[config.mk]
export PLATFORM = sky130hd
export DESIGN_NAME = prio_irq_ctrl
export DESIGN_NICKNAME = d
export VERILOG_FILES = /design/src/rtl/prio_irq_ctrl.sv
export SDC_FILE = /design/constraint.sdc
export NUM_CORES = 1
export LEC_CHECK = 0
export BUFFER_PORTS_ARGS = -buffer_cell sky130_fd_sc_hd__buf_2
export CORE_AREA = 5 5 49 51
export DETAILED_ROUTE_END_ITERATION = 6
export DIE_AREA = 0 0 54 56
export GPL_TIMING_DRIVEN = 0
export PLACE_DENSITY = 0.72
export SLEW_MARGIN = 20
export SYNTH_ARGS = -nofsm -noshare
export SYNTH_HDL_FRONTEND = slang
export SYNTH_SLANG_ARGS = --single-unit
[constraint.sdc]
create_clock -name clk -period 1.8 [get_ports clk]
set_input_delay 0.09 -clock clk [delete_from_list [all_inputs] [get_ports clk]]
set_output_delay 0.09 -clock clk [all_outputs]
set_load 0.02 [all_outputs]
[src/rtl/prio_irq_ctrl.sv]
module prio_irq_ctrl #(
  parameter int VEC_W = 16,
  parameter logic [VEC_W-1:0] VEC_NMI  = 16'h0024,
  parameter logic [VEC_W-1:0] VEC_EDGE = 16'h003C,
  parameter logic [VEC_W-1:0] VEC_HI   = 16'h0034,
  parameter logic [VEC_W-1:0] VEC_LO   = 16'h002C
) (
  input  logic             clk,
  input  logic             rst_n,
  input  logic             nmi_in,
  input  logic             edge_in,
  input  logic             lvl_hi_in,
  input  logic             lvl_lo_in,
  input  logic             ext_in,
  input  logic             en_cmd,
  input  logic             dis_cmd,
  input  logic             mask_wr,
  input  logic [7:0]       mask_data,
  input  logic             boundary,
  input  logic             ack,
  output logic             irq_req,
  output logic [VEC_W-1:0] irq_vec,
  output logic             irq_ext,
  output logic [7:0]       status_out
);

  localparam int NSRC = 5;
  localparam int S_NMI = 4, S_EDGE = 3, S_HI = 2, S_LO = 1, S_EXT = 0;

  logic            nmi_d, edge_d, nmi_q, edge_q, ie_q;
  logic [2:0]      mask_q;
  logic [NSRC-1:0] sel_q, cand, win;
  logic            nmi_pend, take, accept;

  assign nmi_pend = nmi_q & nmi_in;
  assign take     = boundary & ~irq_req;
  assign accept   = ack & irq_req;

  assign cand[S_NMI]  = nmi_pend;
  assign cand[S_EDGE] = ie_q & ~mask_q[2] & edge_q;
  assign cand[S_HI]   = ie_q & ~mask_q[1] & lvl_hi_in;
  assign cand[S_LO]   = ie_q & ~mask_q[0] & lvl_lo_in;
  assign cand[S_EXT]  = ie_q & ext_in;

  assign win[S_NMI]  = cand[S_NMI];
  assign win[S_EDGE] = cand[S_EDGE] & ~cand[S_NMI];
  assign win[S_HI]   = cand[S_HI]   & ~|cand[S_NMI:S_EDGE];
  assign win[S_LO]   = cand[S_LO]   & ~|cand[S_NMI:S_HI];
  assign win[S_EXT]  = cand[S_EXT]  & ~|cand[S_NMI:S_LO];

  always_ff @(posedge clk or negedge rst_n) begin
    if (!rst_n) begin
      nmi_d  <= 1'b0;
      edge_d <= 1'b0;
      nmi_q  <= 1'b0;
      edge_q <= 1'b0;
      ie_q   <= 1'b0;
      mask_q <= 3'b111;
      sel_q  <= '0;
    end else begin
      nmi_d  <= nmi_in;
      edge_d <= edge_in;

      if (!nmi_in || (accept && sel_q[S_NMI])) nmi_q <= 1'b0;
      else if (!nmi_d)                         nmi_q <= 1'b1;

      if (edge_in && !edge_d)                                    edge_q <= 1'b1;
      else if ((accept && sel_q[S_EDGE]) || (mask_wr && mask_data[4])) edge_q <= 1'b0;

      if (accept && !sel_q[S_NMI]) ie_q <= 1'b0;
      else if (dis_cmd)            ie_q <= 1'b0;
      else if (en_cmd)             ie_q <= 1'b1;

      if (mask_wr && mask_data[3]) mask_q <= mask_data[2:0];

      if (accept)    sel_q <= '0;
      else if (take) sel_q <= win;
    end
  end

  assign irq_req = |sel_q;
  assign irq_ext = sel_q[S_EXT];
  assign irq_vec = ({VEC_W{sel_q[S_NMI]}}  & VEC_NMI)
                 | ({VEC_W{sel_q[S_EDGE]}} & VEC_EDGE)
                 | ({VEC_W{sel_q[S_HI]}}   & VEC_HI)
                 | ({VEC_W{sel_q[S_LO]}}   & VEC_LO);
  assign status_out = {1'b0, edge_q, lvl_hi_in, lvl_lo_in, ie_q, mask_q};

  assert_nmi_grant_R3: assert property (@(posedge clk) disable iff (!rst_n)
    (boundary && !irq_req && nmi_q && nmi_in) |=> (irq_req && irq_vec == VEC_NMI));
  assert_hold_R10: assert property (@(posedge clk) disable iff (!rst_n)
    (irq_req && !ack) |=> (irq_req && $stable(irq_vec) && $stable(irq_ext)));
  assert_ext_flag_R2: assert property (@(posedge clk) disable iff (!rst_n)
    irq_req |-> (irq_ext == (irq_vec == '0)));
  assert_ie_drop_R7: assert property (@(posedge clk) disable iff (!rst_n)
    (ack && irq_req && irq_vec != VEC_NMI) |=> !status_out[3]);
  assert_dis_R6: assert property (@(posedge clk) disable iff (!rst_n)
    (dis_cmd && !en_cmd) |=> !status_out[3]);
  assert_gate_R6: assert property (@(posedge clk) disable iff (!rst_n)
    (boundary && !irq_req && !status_out[3] && !(nmi_q && nmi_in)) |=> !irq_req);
  assert_edge_latch_R4: assert property (@(posedge clk) disable iff (!rst_n)
    (edge_in && !edge_d) |=> status_out[6]);
  assert_mask_load_R8: assert property (@(posedge clk) disable iff (!rst_n)
    (mask_wr && mask_data[3]) |=> (status_out[2:0] == $past(mask_data[2:0])));
  assert_no_boundary_R10: assert property (@(posedge clk) disable iff (!rst_n)
    (!irq_req && !boundary) |=> !irq_req);

endmodule

After elaboration in Yosys (flattened, before gate mapping)

Index checks and enable logic that the tools add are counted.

Bitwise gates (word level): 22
Equality and inequality tests: 1
Reductions and logical operators: 21
Muxes and demuxes: 9

Operator list:

| operator           | number |
|---|---|
| $or 6x6->6         | 3 |
| $and 1x1->1        | 14 |
| $mux 5             | 2 |
| $mux 1             | 7 |
| $logic_and 1x1->1  | 6 |
| $logic_not 1->1    | 6 |
| $not 1->1          | 5 |
| $reduce_or 5->1    | 1 |
| $reduce_bool 2->1  | 2 |
| $reduce_or 4->1    | 1 |
| $reduce_bool 3->1  | 1 |
| $reduce_or 3->1    | 1 |
| $logic_or 1x1->1   | 2 |
| $ne 2x1->1 const B | 1 |
| $reduce_or 2->1    | 1 |

Bits of input ports: 20
Register bits after elaboration: 13
Word-level logic and storage cells: 60
Output and inout port bits: 26

Logic depth before layout (Yosys ltp)

Depth in word-level cells: 8
Gate-level depth with buffers: 4
Mapped depth without buffers: 3

Worst setup path after synthesis

No wires, ideal clock.

Path type: register -> register
Start point: register sel_q[1]
End point: register ie_q
Period minus slack after synthesis: 1,318 ps
Data arrival time: 1,219 ps
Setup time: 100 ps
Slack: 482 ps
Required time: 1,700 ps
Path buffers: 0
Cell stages (with the launch flop): 4
Cell sequence: dfrtp_1 nor4_4 nand2_1 a311oi_1

Longest elaborated chain between the ends: 4
Elaborated cells on any way between the ends: 5
Classes of those cells: mux (1); bitwise (1); reduce/logical (3)

Ends and longest elaborated chain:

| what                                                         | line | RTL |
|---|---|---|
| start: declaration                                           | 32   | `logic [NSRC-1:0] sel_q, cand, win;` |
| start signal: assignment                                     | 77   | `else if (take) sel_q <= win;` |
| $reduce_or 5->1 (*)                                          | 81   | `assign irq_req = \|sel_q;` |
| via irq_req                                                  | 21   | `output logic irq_req,` |
| $and 1x1->1 (*)                                              | 37   | `assign accept = ack & irq_req;` |
| $logic_and 1x1->1 (*)                                        | 70   | `if (accept && !sel_q[S_NMI]) ie_q <= 1'b0;` |
| $reduce_bool 3->1 (no line) / $mux 1 (equally long branches) | -    |  |
| end signal: assignment                                       | 70   |  |
| end signal: assignment                                       | 71   | `else if (dis_cmd) ie_q <= 1'b0;` |
| end signal: assignment                                       | 72   | `else if (en_cmd) ie_q <= 1'b1;` |
| end: declaration                                             | 30   | `logic nmi_d, edge_d, nmi_q, edge_q, ie_q;` |

The timed path passes the listed nets; every way through them passes the cells marked *.
A chain may end at the register's enable or synchronous reset.

Worst setup path after layout

Start point: register sel_q[3]
End point: output port irq_vec[5]

Longest elaborated chain between the ends: 3

Ends and longest elaborated chain:

| what             | line | RTL |
|---|---|---|
| $or 6x6->6       | 84   | `\| ({VEC_W{sel_q[S_EDGE]}} & VEC_EDGE)` |
| $or 6x6->6       | 85   | `\| ({VEC_W{sel_q[S_HI]}} & VEC_HI)` |
| $or 6x6->6       | 86   | `\| ({VEC_W{sel_q[S_LO]}} & VEC_LO);` |
| end: declaration | 22   | `output logic [VEC_W-1:0] irq_vec,` |

Every way passes these cells.

==> run_results.csv <==
group,metric,value,unit
clock_tree,cts_max_level,1,
worst_setup_path,crit_path_max_fanout,4,
global_routing,antenna_found_initial,0,
sta,slew_viol_final,0,
worst_setup_path,path_class,"reg -> out",
worst_setup_path,crit_family,"flip-flops",
global_routing,grt_max_degree,14,
finish,nFillCells,180,
logic_synthesis,synth_top_area_share,35.3,%
clock_tree,clkSinkCount,13,
die,pin_count,46,
clock_tree,clock_path_buffers,2,
sta,timing.setup.tns,0,ns
finish,drive_gt1_share,47.9,%
sta,finalCritPeriodShare,83.3,%
die,initial_core_util,37.3,%
logic_synthesis,synthTopCellsByCount,"buf_4 (18), dfrtp_1 (10), inv_1 (9), nand2_1 (7)",
clock_tree,clock_latency,0.27,ns
worst_setup_path,crit_buf_inv,3,
die,dieWidth,54,um
worst_setup_path,critPathLaunch,"sel_q[3]",
sta,final_hold_viol_count,0,
die,core,1900,um^2
worst_setup_path,r2r_start,"sel_q[3]",
logic_synthesis,synth_top_area_cell,"dfrtp_1",
die,rows,16,
route,drtIter0Drc,6,
route,via_per_inst,4.01,
min_path,hold_class,"in -> reg",
route,route.detailed.drc,0,
worst_setup_path,cp-start-kind,"register",
power_and_ir_drop,irDropWorstVdd,0.646,mV
die,die_y,56,um
power_and_ir_drop,p_leak,0.556,nW
global_routing,grt_pass1_wl,2.36,mm
die,dieArea,3020,um^2
logic_synthesis,synth_most_common_cell,"buf_4",
sta,skew,0.00135,ns
route,wl_per_cell,10.3,um
placement,place.port_buffers,28,
logic_synthesis,ys_seq_area_share,46.4,%
logic_synthesis,netlist_area,709,um^2
power_and_ir_drop,power,789,uW
power_and_ir_drop,power_density,793,nW/um^2
route,firstDrtPassIters,4,
flow_run,cap_violations,0,
sta,fin_crit,1.50,ns
logic_synthesis,synth.area.top_cells,"dfrtp_1 (35%), buf_4 (19%), dfstp_2 (11%)",
logic_synthesis,synth_flop_cell,"dfrtp_1",
logic_synthesis,ys_warn_count,0,
worst_setup_path,cp_data_arrival_time,1.41,ns
run_status,status,"finished clean",
placement,dp_hpwl,1.24,mm
global_routing,grt_usage,10.3,%
finish,num-nets-final,140,
sta,setup_viol,0,
route,drtAntennaViolNets,0,
logic_synthesis,synth_edf_count,0,
logic_synthesis,ys_ff_latch,13,
worst_setup_path,slowest_stage,"dfrtp_1",
logic_synthesis,async_flop_share,100,%
route,wl,1.50,mm
worst_setup_path,cp-end-kind,"primary output",
route,via_count,586,
finish,antenna_cells,0,
clock_tree,path_clk_slew,0.07,ns
worst_setup_path,max_stage_delay,0.43,ns
clock_tree,postCtsSetupBuffers,0,
global_routing,grt_pass1_vias,572,
sta,rsz0062_at_grt,"false",
clock_tree,cts_buffers,3,
min_path,min_from,"mask_data[0]",
global_routing,grt_overflow,0,
logic_synthesis,avgSynthCellArea,9.99,um^2
logic_synthesis,yosysUniqueCellTypes,20,
finish,area_growth,40.2,%
clock_tree,cts_tree,"yes",
clock_tree,root_buffer,"clkbuf_4",
worst_setup_path,critPathRequiredTime,1.71,ns
logic_synthesis,synth_cells,71,
worst_setup_path,crit_chain,"nor4_4 -> inv_1 -> buf_4 -> buf_2",
placement,gp_congestion,0.735,
sta,max_freq,667,MHz
power breakdown:
group	total (mW)	switching (mW)	internal, mW
sequential	0.347	0.0211	0.326
combinational	0.269	0.153	0.116
clock	0.173	0.0872	0.0857
through the flow:
stage | utilization [%] | cell area [um^2] | cells | hold slack (ns) | setup slack [ns]
floorplan | - | 754 | 83 | -0.206 | 0.482
global placement | 48.8 | 928 | 138 | -0.0172 | 0.454
detailed placement | 48.8 | 928 | 138 | -0.00653 | 0.438
CTS | 52.3 | 995 | 146 | 0.0442 | 0.279
global route | 52.3 | 995 | 146 | 0.0383 | 0.176
finish | 52.3 | 995 | 146 | 0.0544 | 0.300
final cells by class:
class / count / area [um^2] / area share, %
buffer: 19 / 139 / 14.0
clock buffer: 4 / 26.3 / 2.64
inverter: 9 / 33.8 / 3.40
multi-input combinational: 42 / 253 / 25.4
sequential: 13 / 329 / 33.1
tap: 27 / 33.8 / 3.40
timing repair buffer: 32 / 180 / 18.1
placed cells by master, fill, tap and decap left out, drive strengths merged:
cell / netlist / layout
a22oi: 1 / 1
nor2b: 2 / 2
nor2: 1 / 1
a311oi: 1 / 1
nor4: 1 / 1
o22ai: 2 / 2
dlygate4sd3: 0 / 4
buf: 18 / 46
conb: 1 / 13
nand3: 1 / 1
dfrtp: 10 / 10
clkbuf: 1 / 5
nand2b: 3 / 3
nand4: 1 / 1
dfstp: 3 / 3
a21oi: 1 / 1
mux2: 3 / 3
inv: 9 / 9
o21ai: 2 / 2
nand2: 7 / 7
o32ai: 3 / 3
worst paths after layout:
check | end | slack (ns) | cells after the start
worst min register to register | edge_q | 0.43 | 1
worst min-delay path | mask_q[0] | 0.05 | 2
min in group asynchronous | edge_d | 0.26 | 2
max in group asynchronous | mask_q[0] | 1.26 | 2
worst max register to register | sel_q[1] | 0.44 | 3
worst max-delay path | irq_vec[5] | 0.30 | 4
state kept, by name, indices dropped and copies added (netlist names):
name and flops:
sel_q 5, edge_d 1, nmi_q 1, nmi_d 1, mask_q 3, edge_q 1, ie_q 1
per-layer routing:
| layer | vias to the layer above | routed length, um | part of all wire [%] | GRT usage (%) |
|---|---|---|---|---|
| li1 | 298 | - | - | - |
| met1 | 252 | 618 | 41 | 11.8 |
| met2 | 34 | 681 | 45 | 17.1 |
| met3 | 2 | 194 | 13 | 4.56 |
| met4 | 0 | 6 | 0.40 | 2.14 |
| met5 | - | 0 | 0 | 0 |
what timing repair did:
item	CTS	global route
hold buffers	4	0
hold endpoints to repair	16	0
gates resized for setup	0	0
cell families after synthesis:
| logic type | after synthesis | share of synthesized area (%) |
|---|---|---|
| buf+inv | 28 | 24.3 |
| simple gates | 16 | 14.1 |
| flops | 13 | 46.4 |
| compound gates | 10 | 9.88 |
| mux | 3 | 4.76 |
| other cells | 1 | 0.529 |
No activity file was read; power rests on OpenSTA's default activity.
